**config.mk**
```make
export PLATFORM = sky130hd
export DESIGN_NAME = insn_prefetch_pair
export DESIGN_NICKNAME = d
export VERILOG_FILES = /design/src/rtl/ipf_pkg.sv /design/src/rtl/ipf_decode.sv /design/src/rtl/ipf_regs.sv /design/src/rtl/ipf_outsel.sv /design/src/rtl/insn_prefetch_pair.sv
export SDC_FILE = /design/constraint.sdc
export NUM_CORES = 1
export LEC_CHECK = 0
export BUFFER_PORTS_ARGS = -buffer_cell sky130_fd_sc_hd__buf_2
export CAP_MARGIN = 0
export CORE_MARGIN = 2
export CORE_UTILIZATION = 49
export DETAILED_ROUTE_END_ITERATION = 10
export GPL_ROUTABILITY_DRIVEN = 0
export PLACE_DENSITY = 0.92
export SLEW_MARGIN = 10
export SYNTH_ARGS = -nofsm -noshare
export SYNTH_HDL_FRONTEND = slang
export SYNTH_SLANG_ARGS = --single-unit
```
**constraint.sdc**
```tcl
create_clock -name clk_i -period 1.9 [get_ports clk_i]
set_input_delay 0.19 -clock clk_i [delete_from_list [all_inputs] [get_ports clk_i]]
set_output_delay 0.19 -clock clk_i [all_outputs]
set_load 0.01 [all_outputs]
```
**src/rtl/ipf_pkg.sv**
```systemverilog
package ipf_pkg;
    localparam int unsigned WORD_W_DEF    = 16;
    localparam int unsigned FIELD_W_DEF   = 3;
    localparam int unsigned SPEC_W_DEF    = 5;
    localparam int unsigned XLAT_DLY_DEF  = 2;

    // saturating increment used by the execution-age counter
    function automatic int unsigned sat_inc(input int unsigned v, input int unsigned lim);
        return (v < lim) ? v + 1 : lim;
    endfunction
endpackage

```
**src/rtl/ipf_decode.sv**
```systemverilog
module ipf_decode #(
    parameter int unsigned     FIELD_W = ipf_pkg::FIELD_W_DEF,
    parameter int unsigned     SPEC_W  = ipf_pkg::SPEC_W_DEF,
    parameter logic [FIELD_W-1:0] CODE_ADV  = 3'd5,
    parameter logic [FIELD_W-1:0] CODE_FNXT = 3'd2,
    parameter logic [SPEC_W-1:0]  CODE_DXFR = 5'd9
) (
    input  logic               mem_valid_i,
    input  logic [FIELD_W-1:0] skip_code_i,
    input  logic [FIELD_W-1:0] mctl_code_i,
    input  logic [SPEC_W-1:0]  spec_code_i,
    output logic               load_o,
    output logic               adv_o,
    output logic               dxfr_o
);
    always_comb begin
        adv_o  = (skip_code_i == CODE_ADV);
        load_o = mem_valid_i && (adv_o || (mctl_code_i == CODE_FNXT));
        dxfr_o = (spec_code_i == CODE_DXFR);
    end
endmodule

```
**src/rtl/ipf_regs.sv**
```systemverilog
module ipf_regs #(
    parameter int unsigned WORD_W   = ipf_pkg::WORD_W_DEF,
    parameter int unsigned XLAT_DLY = ipf_pkg::XLAT_DLY_DEF,
    localparam int unsigned AGE_W   = $clog2(XLAT_DLY + 1)
) (
    input  logic              clk_i,
    input  logic              rst_ni,
    input  logic [WORD_W-1:0] mem_word_i,
    input  logic              load_i,
    input  logic              adv_i,
    input  logic              dxfr_i,
    input  logic              pipe_empty_i,
    output logic [WORD_W-1:0] cur_o,
    output logic [WORD_W-1:0] nxt_o,
    output logic              full_o,
    output logic              fill_o,
    output logic [AGE_W-1:0]  age_o
);
    typedef struct packed {
        logic [WORD_W-1:0] cur;
        logic [WORD_W-1:0] nxt;
        logic              full;
        logic              pend;
        logic [AGE_W-1:0]  age;
    } pair_state_t;

    localparam logic [AGE_W-1:0] AGE_SAT = AGE_W'(XLAT_DLY);

    pair_state_t st_q, st_d;
    logic        xfer;
    logic        fill;

    always_comb begin
        st_d      = st_q;
        xfer      = adv_i || st_q.pend;
        fill      = xfer && load_i && (pipe_empty_i || !st_q.full);
        st_d.pend = dxfr_i;

        if (fill) begin
            st_d.cur  = mem_word_i;
            st_d.nxt  = mem_word_i;
            st_d.full = 1'b0;
        end else begin
            if (xfer) begin
                st_d.cur  = st_q.nxt;
                st_d.full = 1'b0;
            end
            if (load_i) begin
                st_d.nxt  = mem_word_i;
                st_d.full = 1'b1;
            end
        end

        if (xfer) begin
            st_d.age = '0;
        end else begin
            st_d.age = AGE_W'(ipf_pkg::sat_inc(int'(st_q.age), XLAT_DLY));
        end
    end

    always_ff @(posedge clk_i or negedge rst_ni) begin
        if (!rst_ni) begin
            st_q.cur  <= '0;
            st_q.nxt  <= '0;
            st_q.full <= 1'b0;
            st_q.pend <= 1'b0;
            st_q.age  <= AGE_SAT;
        end else begin
            st_q <= st_d;
        end
    end

    assign cur_o  = st_q.cur;
    assign nxt_o  = st_q.nxt;
    assign full_o = st_q.full;
    assign fill_o = fill;
    assign age_o  = st_q.age;
endmodule

```
**src/rtl/ipf_outsel.sv**
```systemverilog
module ipf_outsel #(
    parameter int unsigned WORD_W   = ipf_pkg::WORD_W_DEF,
    parameter int unsigned XLAT_DLY = ipf_pkg::XLAT_DLY_DEF,
    localparam int unsigned AGE_W   = $clog2(XLAT_DLY + 1)
) (
    input  logic              fill_i,
    input  logic [WORD_W-1:0] mem_word_i,
    input  logic [WORD_W-1:0] cur_i,
    input  logic [AGE_W-1:0]  age_i,
    input  logic              right_op_i,
    output logic [WORD_W-1:0] opnd_o,
    output logic              xlat_cur_o
);
    always_comb begin
        opnd_o     = fill_i ? mem_word_i : cur_i;
        xlat_cur_o = right_op_i || (age_i >= AGE_W'(XLAT_DLY));
    end
endmodule

```
**src/rtl/insn_prefetch_pair.sv**
```systemverilog
module insn_prefetch_pair #(
    parameter int unsigned WORD_W   = ipf_pkg::WORD_W_DEF,
    parameter int unsigned FIELD_W  = ipf_pkg::FIELD_W_DEF,
    parameter int unsigned SPEC_W   = ipf_pkg::SPEC_W_DEF,
    parameter int unsigned XLAT_DLY = ipf_pkg::XLAT_DLY_DEF,
    parameter logic [FIELD_W-1:0] CODE_ADV  = 3'd5,
    parameter logic [FIELD_W-1:0] CODE_FNXT = 3'd2,
    parameter logic [SPEC_W-1:0]  CODE_DXFR = 5'd9
) (
    input  logic               clk_i,
    input  logic               rst_ni,
    input  logic [WORD_W-1:0]  mem_word_i,
    input  logic               mem_valid_i,
    input  logic [FIELD_W-1:0] skip_code_i,
    input  logic [SPEC_W-1:0]  spec_code_i,
    input  logic [FIELD_W-1:0] mctl_code_i,
    input  logic               pipe_empty_i,
    input  logic               right_op_i,
    output logic [WORD_W-1:0]  cur_insn_o,
    output logic [WORD_W-1:0]  nxt_insn_o,
    output logic [WORD_W-1:0]  opnd_o,
    output logic               fill_o,
    output logic               nxt_full_o,
    output logic               xlat_cur_o
);
    localparam int unsigned AGE_W = $clog2(XLAT_DLY + 1);

    logic             load_w, adv_w, dxfr_w;
    logic [AGE_W-1:0] age_w;

    ipf_decode #(
        .FIELD_W(FIELD_W), .SPEC_W(SPEC_W),
        .CODE_ADV(CODE_ADV), .CODE_FNXT(CODE_FNXT), .CODE_DXFR(CODE_DXFR)
    ) u_dec (
        .mem_valid_i (mem_valid_i),
        .skip_code_i (skip_code_i),
        .mctl_code_i (mctl_code_i),
        .spec_code_i (spec_code_i),
        .load_o      (load_w),
        .adv_o       (adv_w),
        .dxfr_o      (dxfr_w)
    );

    ipf_regs #(.WORD_W(WORD_W), .XLAT_DLY(XLAT_DLY)) u_regs (
        .clk_i        (clk_i),
        .rst_ni       (rst_ni),
        .mem_word_i   (mem_word_i),
        .load_i       (load_w),
        .adv_i        (adv_w),
        .dxfr_i       (dxfr_w),
        .pipe_empty_i (pipe_empty_i),
        .cur_o        (cur_insn_o),
        .nxt_o        (nxt_insn_o),
        .full_o       (nxt_full_o),
        .fill_o       (fill_o),
        .age_o        (age_w)
    );

    ipf_outsel #(.WORD_W(WORD_W), .XLAT_DLY(XLAT_DLY)) u_out (
        .fill_i     (fill_o),
        .mem_word_i (mem_word_i),
        .cur_i      (cur_insn_o),
        .age_i      (age_w),
        .right_op_i (right_op_i),
        .opnd_o     (opnd_o),
        .xlat_cur_o (xlat_cur_o)
    );
endmodule

```
### Word-level counts from Yosys, hierarchy flattened

Cells that the tools add are included.

* add/sub/neg operators: 1
* eq/ne operators: 3
* order comparisons: 2
* muxes and demuxes: 7
* reduce and logical (&&, ||, !) cells: 11

Operators with widths (count)
* 2-to-1 mux 33 bit: 1
* 2-to-1 mux 16 bit: 2
* 2-to-1 mux 17 bit: 1
* equality test 5 x 4 -> 1 bit (second input constant): 1
* logical OR 1 bit: 4
* 2-to-1 mux 2 bit: 2
* nonzero test 2 bit: 2
* equality test 3 x 2 -> 1 bit (second input constant): 1
* equality test 3 bit (second input constant): 1
* logical AND 1 bit: 3
* nonzero test 3 bit: 1
* adder 2 x 1 -> 2 bit (second input constant): 1
* >= comparator 2 bit (second input constant): 1
* < comparator 2 bit (second input constant): 1
* logical NOT 1 bit: 1
* 2-to-1 mux 1 bit: 1

* register bits after elaboration: 36
* output and inout bits: 51
* input port bits: 32
* word-level logic and storage cells: 29

### Logic depth before layout (Yosys ltp)

* word-level depth: 6
* mapped depth: 5
* gate-level depth less buffers: 4

### Hierarchy

Synthesis repeated with hierarchy kept, for this count alone.

* cells, all modules: 196
* area total of the unflattened synthesis: 2114.5 µm²

Modules (own cells, without submodules)
* ipf_regs: instances 1, seq. area each 902.1 µm², cells an instance 172, area an instance 1820.5 µm²
* ipf_outsel: instances 1, seq. area each 0.0 µm², cells an instance 19, area an instance 255.2 µm²
* ipf_decode: instances 1, seq. area each 0.0 µm², cells an instance 5, area an instance 38.8 µm²

### Least setup slack after synthesis

OpenSTA, ideal clock, no wires.

* kind: reg2out
* start point: register u_regs.st_q[2] (netlist bit)
* end point: output port opnd_o[2]
* stages on the path, launching flop included: 5
* required time: 1.710 ns
* path slack: 0.278 ns
* data arrival time: 1.432 ns
* path buffers: 1
* cells stage by stage: dfrtp_1 and4bb_2 o211ai_4 buf_4 mux2_1

* longest elaborated chain between the ends: 4

Ends and longest elaborated chain
* start, declared: RTL line ipf_regs.sv:29 `pair_state_t st_q, st_d;`
* start signal, assigned: RTL line ipf_regs.sv:69 `st_q <= st_d;`
* logical OR 1 bit: RTL line ipf_regs.sv:35 `xfer = adv_i || st_q.pend;`
* logical AND 1 bit (2 in series): RTL line ipf_regs.sv:36 `fill = xfer && load_i && (pipe_empty_i || !st_q.full);`
* 2-to-1 mux 16 bit: RTL line ipf_outsel.sv:15 `opnd_o = fill_i ? mem_word_i : cur_i;`
* end, declared: RTL line insn_prefetch_pair.sv:21 `output logic [WORD_W-1:0] opnd_o,`

No other way between the ends.

### Worst setup path in the final report

* start point: register u_regs.st_q[2] (netlist bit)
* end point: output port opnd_o[3]

Same word-level chain as after synthesis.

==> flow_summary.toml <==
[drt]
drt-pass1-iter-count = 4
viasPerCell = 5.783
drc = 0
drt_iter0_drc = 89
postRouteWirelength_mm = 5.220
ant_nets = 0
post_drt_wl_per_cell_um = 16.68
route.vias.total = 1810

[logic_synthesis]
synth_cell_types = 37
synth_nets = 234
async_flop_share_pct = 100.0
yosysWarnings = 0
synth-edff-count = 0
synthCells = 202
syn_area_per_cell_um2 = 10.55
synth_seq_cells = 36
ys.flop_type = "dfrtp_1"
syn_area_um2 = 2131
seq_area_frac_synth_pct = 42.34

[global_route]
antenna_found_initial = 0
grt_usage_pct = 21.25
grt_pass1_wl_mm = 8.321
gr-total-overflow = 0
grt_max_degree = 37
first_global_vias = 1755

[timing]
layout_min_cycle_time_ns = 1.900
hold_slack_ns = -0.01127
worst_pin_slew_ns = 0.8168
fmax_ghz = 0.5264
grt_setup_unrepaired = "true"
finalSetupViolCount = 0
hold_viol = 6
finalSetupTns_ns = 0
finClkSkew_ns = 0.004652
final-max-slew-violation-count = 0
fin_crit_sh_pct = 99.99
max_slew_margin_pct = 45.55

[worst_setup_path]
cp.arrival_ns = 1.71
path_buf_inv = 2
start_kind = "register"
cp.required_ns = 1.71
path_delay_family = "flip-flops"
crit_top_cell = "buf_6"
ff2ff_setup_slack_ns = 0.18
crit_path_cell_trace = "and4bb_2, o211ai_4, buf_6, mux2_4, buf_6"
path_max_fanout = 6
cpPeakStageDelay_ns = 0.37
end_kind = "output pin"
cp_slowest_cell = "dfrtp_1"
path_class = "reg2out"

[placement]
place_hpwl_mm = 3.656
io_buffers = 82
placed_area_um2 = 2377

[die]
ios = 83
initial_core_util_pct = 52.14
rows = 23
die_area_um2 = 4892
fp.dieW_um = 69.95
dieHeight_um = 69.95
core-area_um2 = 4086

[clock_tree]
root_buffer = "clkbuf_8"
path_clk_slew_ns = 0.07
cts_tree = "built"
cts_made_buffers = 5
cts-htree-levels = 2
hold_buffers = 0
clock_sinks = 36
clkLatencyLatePin_ns = 0.29
max-clock-path-buffers = 2

[layout]
nFillCells = 348
drive_gt1_share_pct = 52.85
synthToLayoutAreaGrowth_pct = 23.25
n_antenna_cell = 0
fin_area_um2 = 2626
fin_nets = 294
multi_input_area_um2 = 944.7
regArea_um2 = 902.1

[power_and_ir_drop]
leakagePower_nw = 1.285
power.density_nw_per_um2 = 1006
ir_drop_v = 0.0005851

[run_status]
outcome = "finished with violations"
failed_checks = "hold timing"

[flow_run]
drv_cap = 0

[min_path]
hold_class = "in2async"
power by group:
group          leakage (nW)  switching [mW]  internal (mW)  total (mW)
sequential            0.434           0.155          0.972        1.13
combinational         0.806           0.446          0.510       0.957
clock                0.0455           0.263          0.296       0.558
total                  1.29           0.864           1.78        2.64
cell usage after synthesis, drive strengths merged, types with 2 or more instances:
library cell | instances | area, um^2
o211ai | 2 | 28.78
nand4bb | 2 | 22.52
mux2 | 23 | 259.0
buf | 39 | 279.0
o21ai | 12 | 71.32
a211oi | 5 | 37.54
nand2 | 5 | 18.77
clkbuf | 6 | 22.52
nand3 | 12 | 60.06
inv | 10 | 37.53
a31oi | 7 | 43.79
o311ai | 4 | 35.03
a221o | 5 | 50.05
a2111oi | 7 | 61.31
a21boi | 5 | 37.54
a21o | 5 | 37.54
nor2 | 2 | 7.510
o2111ai | 4 | 35.03
dfrtp | 35 | 875.8
cell families (layout without fill, tap and decap cells):
| family | after synthesis | count (layout) | share of synthesized area, % |
|---|---|---|---|
| AOI/OAI and AO/OA | 57 | 57 | 20.90 |
| buffers and inverters | 56 | 117 | 16.09 |
| DFF | 36 | 36 | 42.34 |
| muxes | 23 | 23 | 12.15 |
| and+or+nand+nor | 30 | 30 | 8.516 |
worst register-to-register path, delay by kind of cell, from the launching register on:
kind / cells / cell delay (ns)
buffers and inverters: 2 / 0.44
DFF: 1 / 0.34
AOI/OAI and AO/OA: 2 / 0.53
and+or+nand+nor: 1 / 0.29
registers in the layout (all words and copies together) (netlist names):
| signal | flops |
|---|---|
| u_regs.age_o | 2 |
| u_regs.cur_o | 16 |
| u_regs.full_o | 1 |
| u_regs.nxt_o | 16 |
| u_regs.st_q | 1 |
cell usage in the layout, fill, tap and decap left out, types with 5 or more instances in the layout:
| cell type | n |
|---|---|
| inv_1 | 9 |
| a21o_1 | 5 |
| buf_2 | 75 |
| mux2_4 | 7 |
| o21ai_0 | 8 |
| a211oi_2 | 5 |
| a221o_1 | 5 |
| buf_6 | 10 |
| a2111oi_0 | 7 |
| a21boi_0 | 5 |
| clkbuf_8 | 6 |
| nand3_1 | 12 |
| a31oi_1 | 7 |
| mux2_2 | 14 |
| buf_4 | 13 |
| nand2_1 | 5 |
| dfrtp_1 | 35 |
per-stage QoR:
stage	util (%)	setup slack (ns)	total power [mW]	cells	hold WS, ns
global placement	58.18	0.1106	1.968	299	0.3214
global route	64.27	-0.06493	2.793	313	0.04703
floorplan	-	0.2783	1.819	202	-0.1056
finish	64.27	0.0002793	2.641	313	-0.01127
detailed placement	58.18	0.07432	2.001	299	0.3231
CTS	63.38	-0.04329	2.646	313	0.01312
final cells by class:
| class | count | share of cell area, % |
|---|---|---|
| Multi-Input combinational cell | 110 | 35.97 |
| Sequential cell | 36 | 34.35 |
| Timing Repair Buffer | 98 | 22.30 |
| Clock buffer | 8 | 3.430 |
| Tap cell | 50 | 2.382 |
| Inverter | 11 | 1.572 |
layer usage:
metal	up-vias	share of wire (%)	wire (um)	track usage (%)
li1	836	-	-	-
met1	903	43	2220	27.59
met2	64	50	2620	35.13
met3	7	6.2	325	5.628
met4	0	1.0	53	5.769
met5	-	0	0	0
repair_timing:
action | 4_1_cts | 5_1_grt
gates resized for setup | 16 | 11
setup endpoints to repair | 17 | 16
pin swaps | 1 | 1
buffers inserted | 6 | 0
final timing paths:
kind                                  from              end  cells past startpoint
hold / removal                      rst_ni  u_regs.nxt_o[7]                      1
hold reg to reg            u_regs.age_o[0]  u_regs.age_o[0]                      1
setup / recovery            u_regs.st_q[2]        opnd_o[3]                      5
setup reg to reg            u_regs.st_q[2]  u_regs.cur_o[6]                      5
min in group clk_i          spec_code_i[1]   u_regs.st_q[2]                      2
max in group asynchronous           rst_ni   u_regs.st_q[2]                      1
Power figures use the tool's default switching activity.
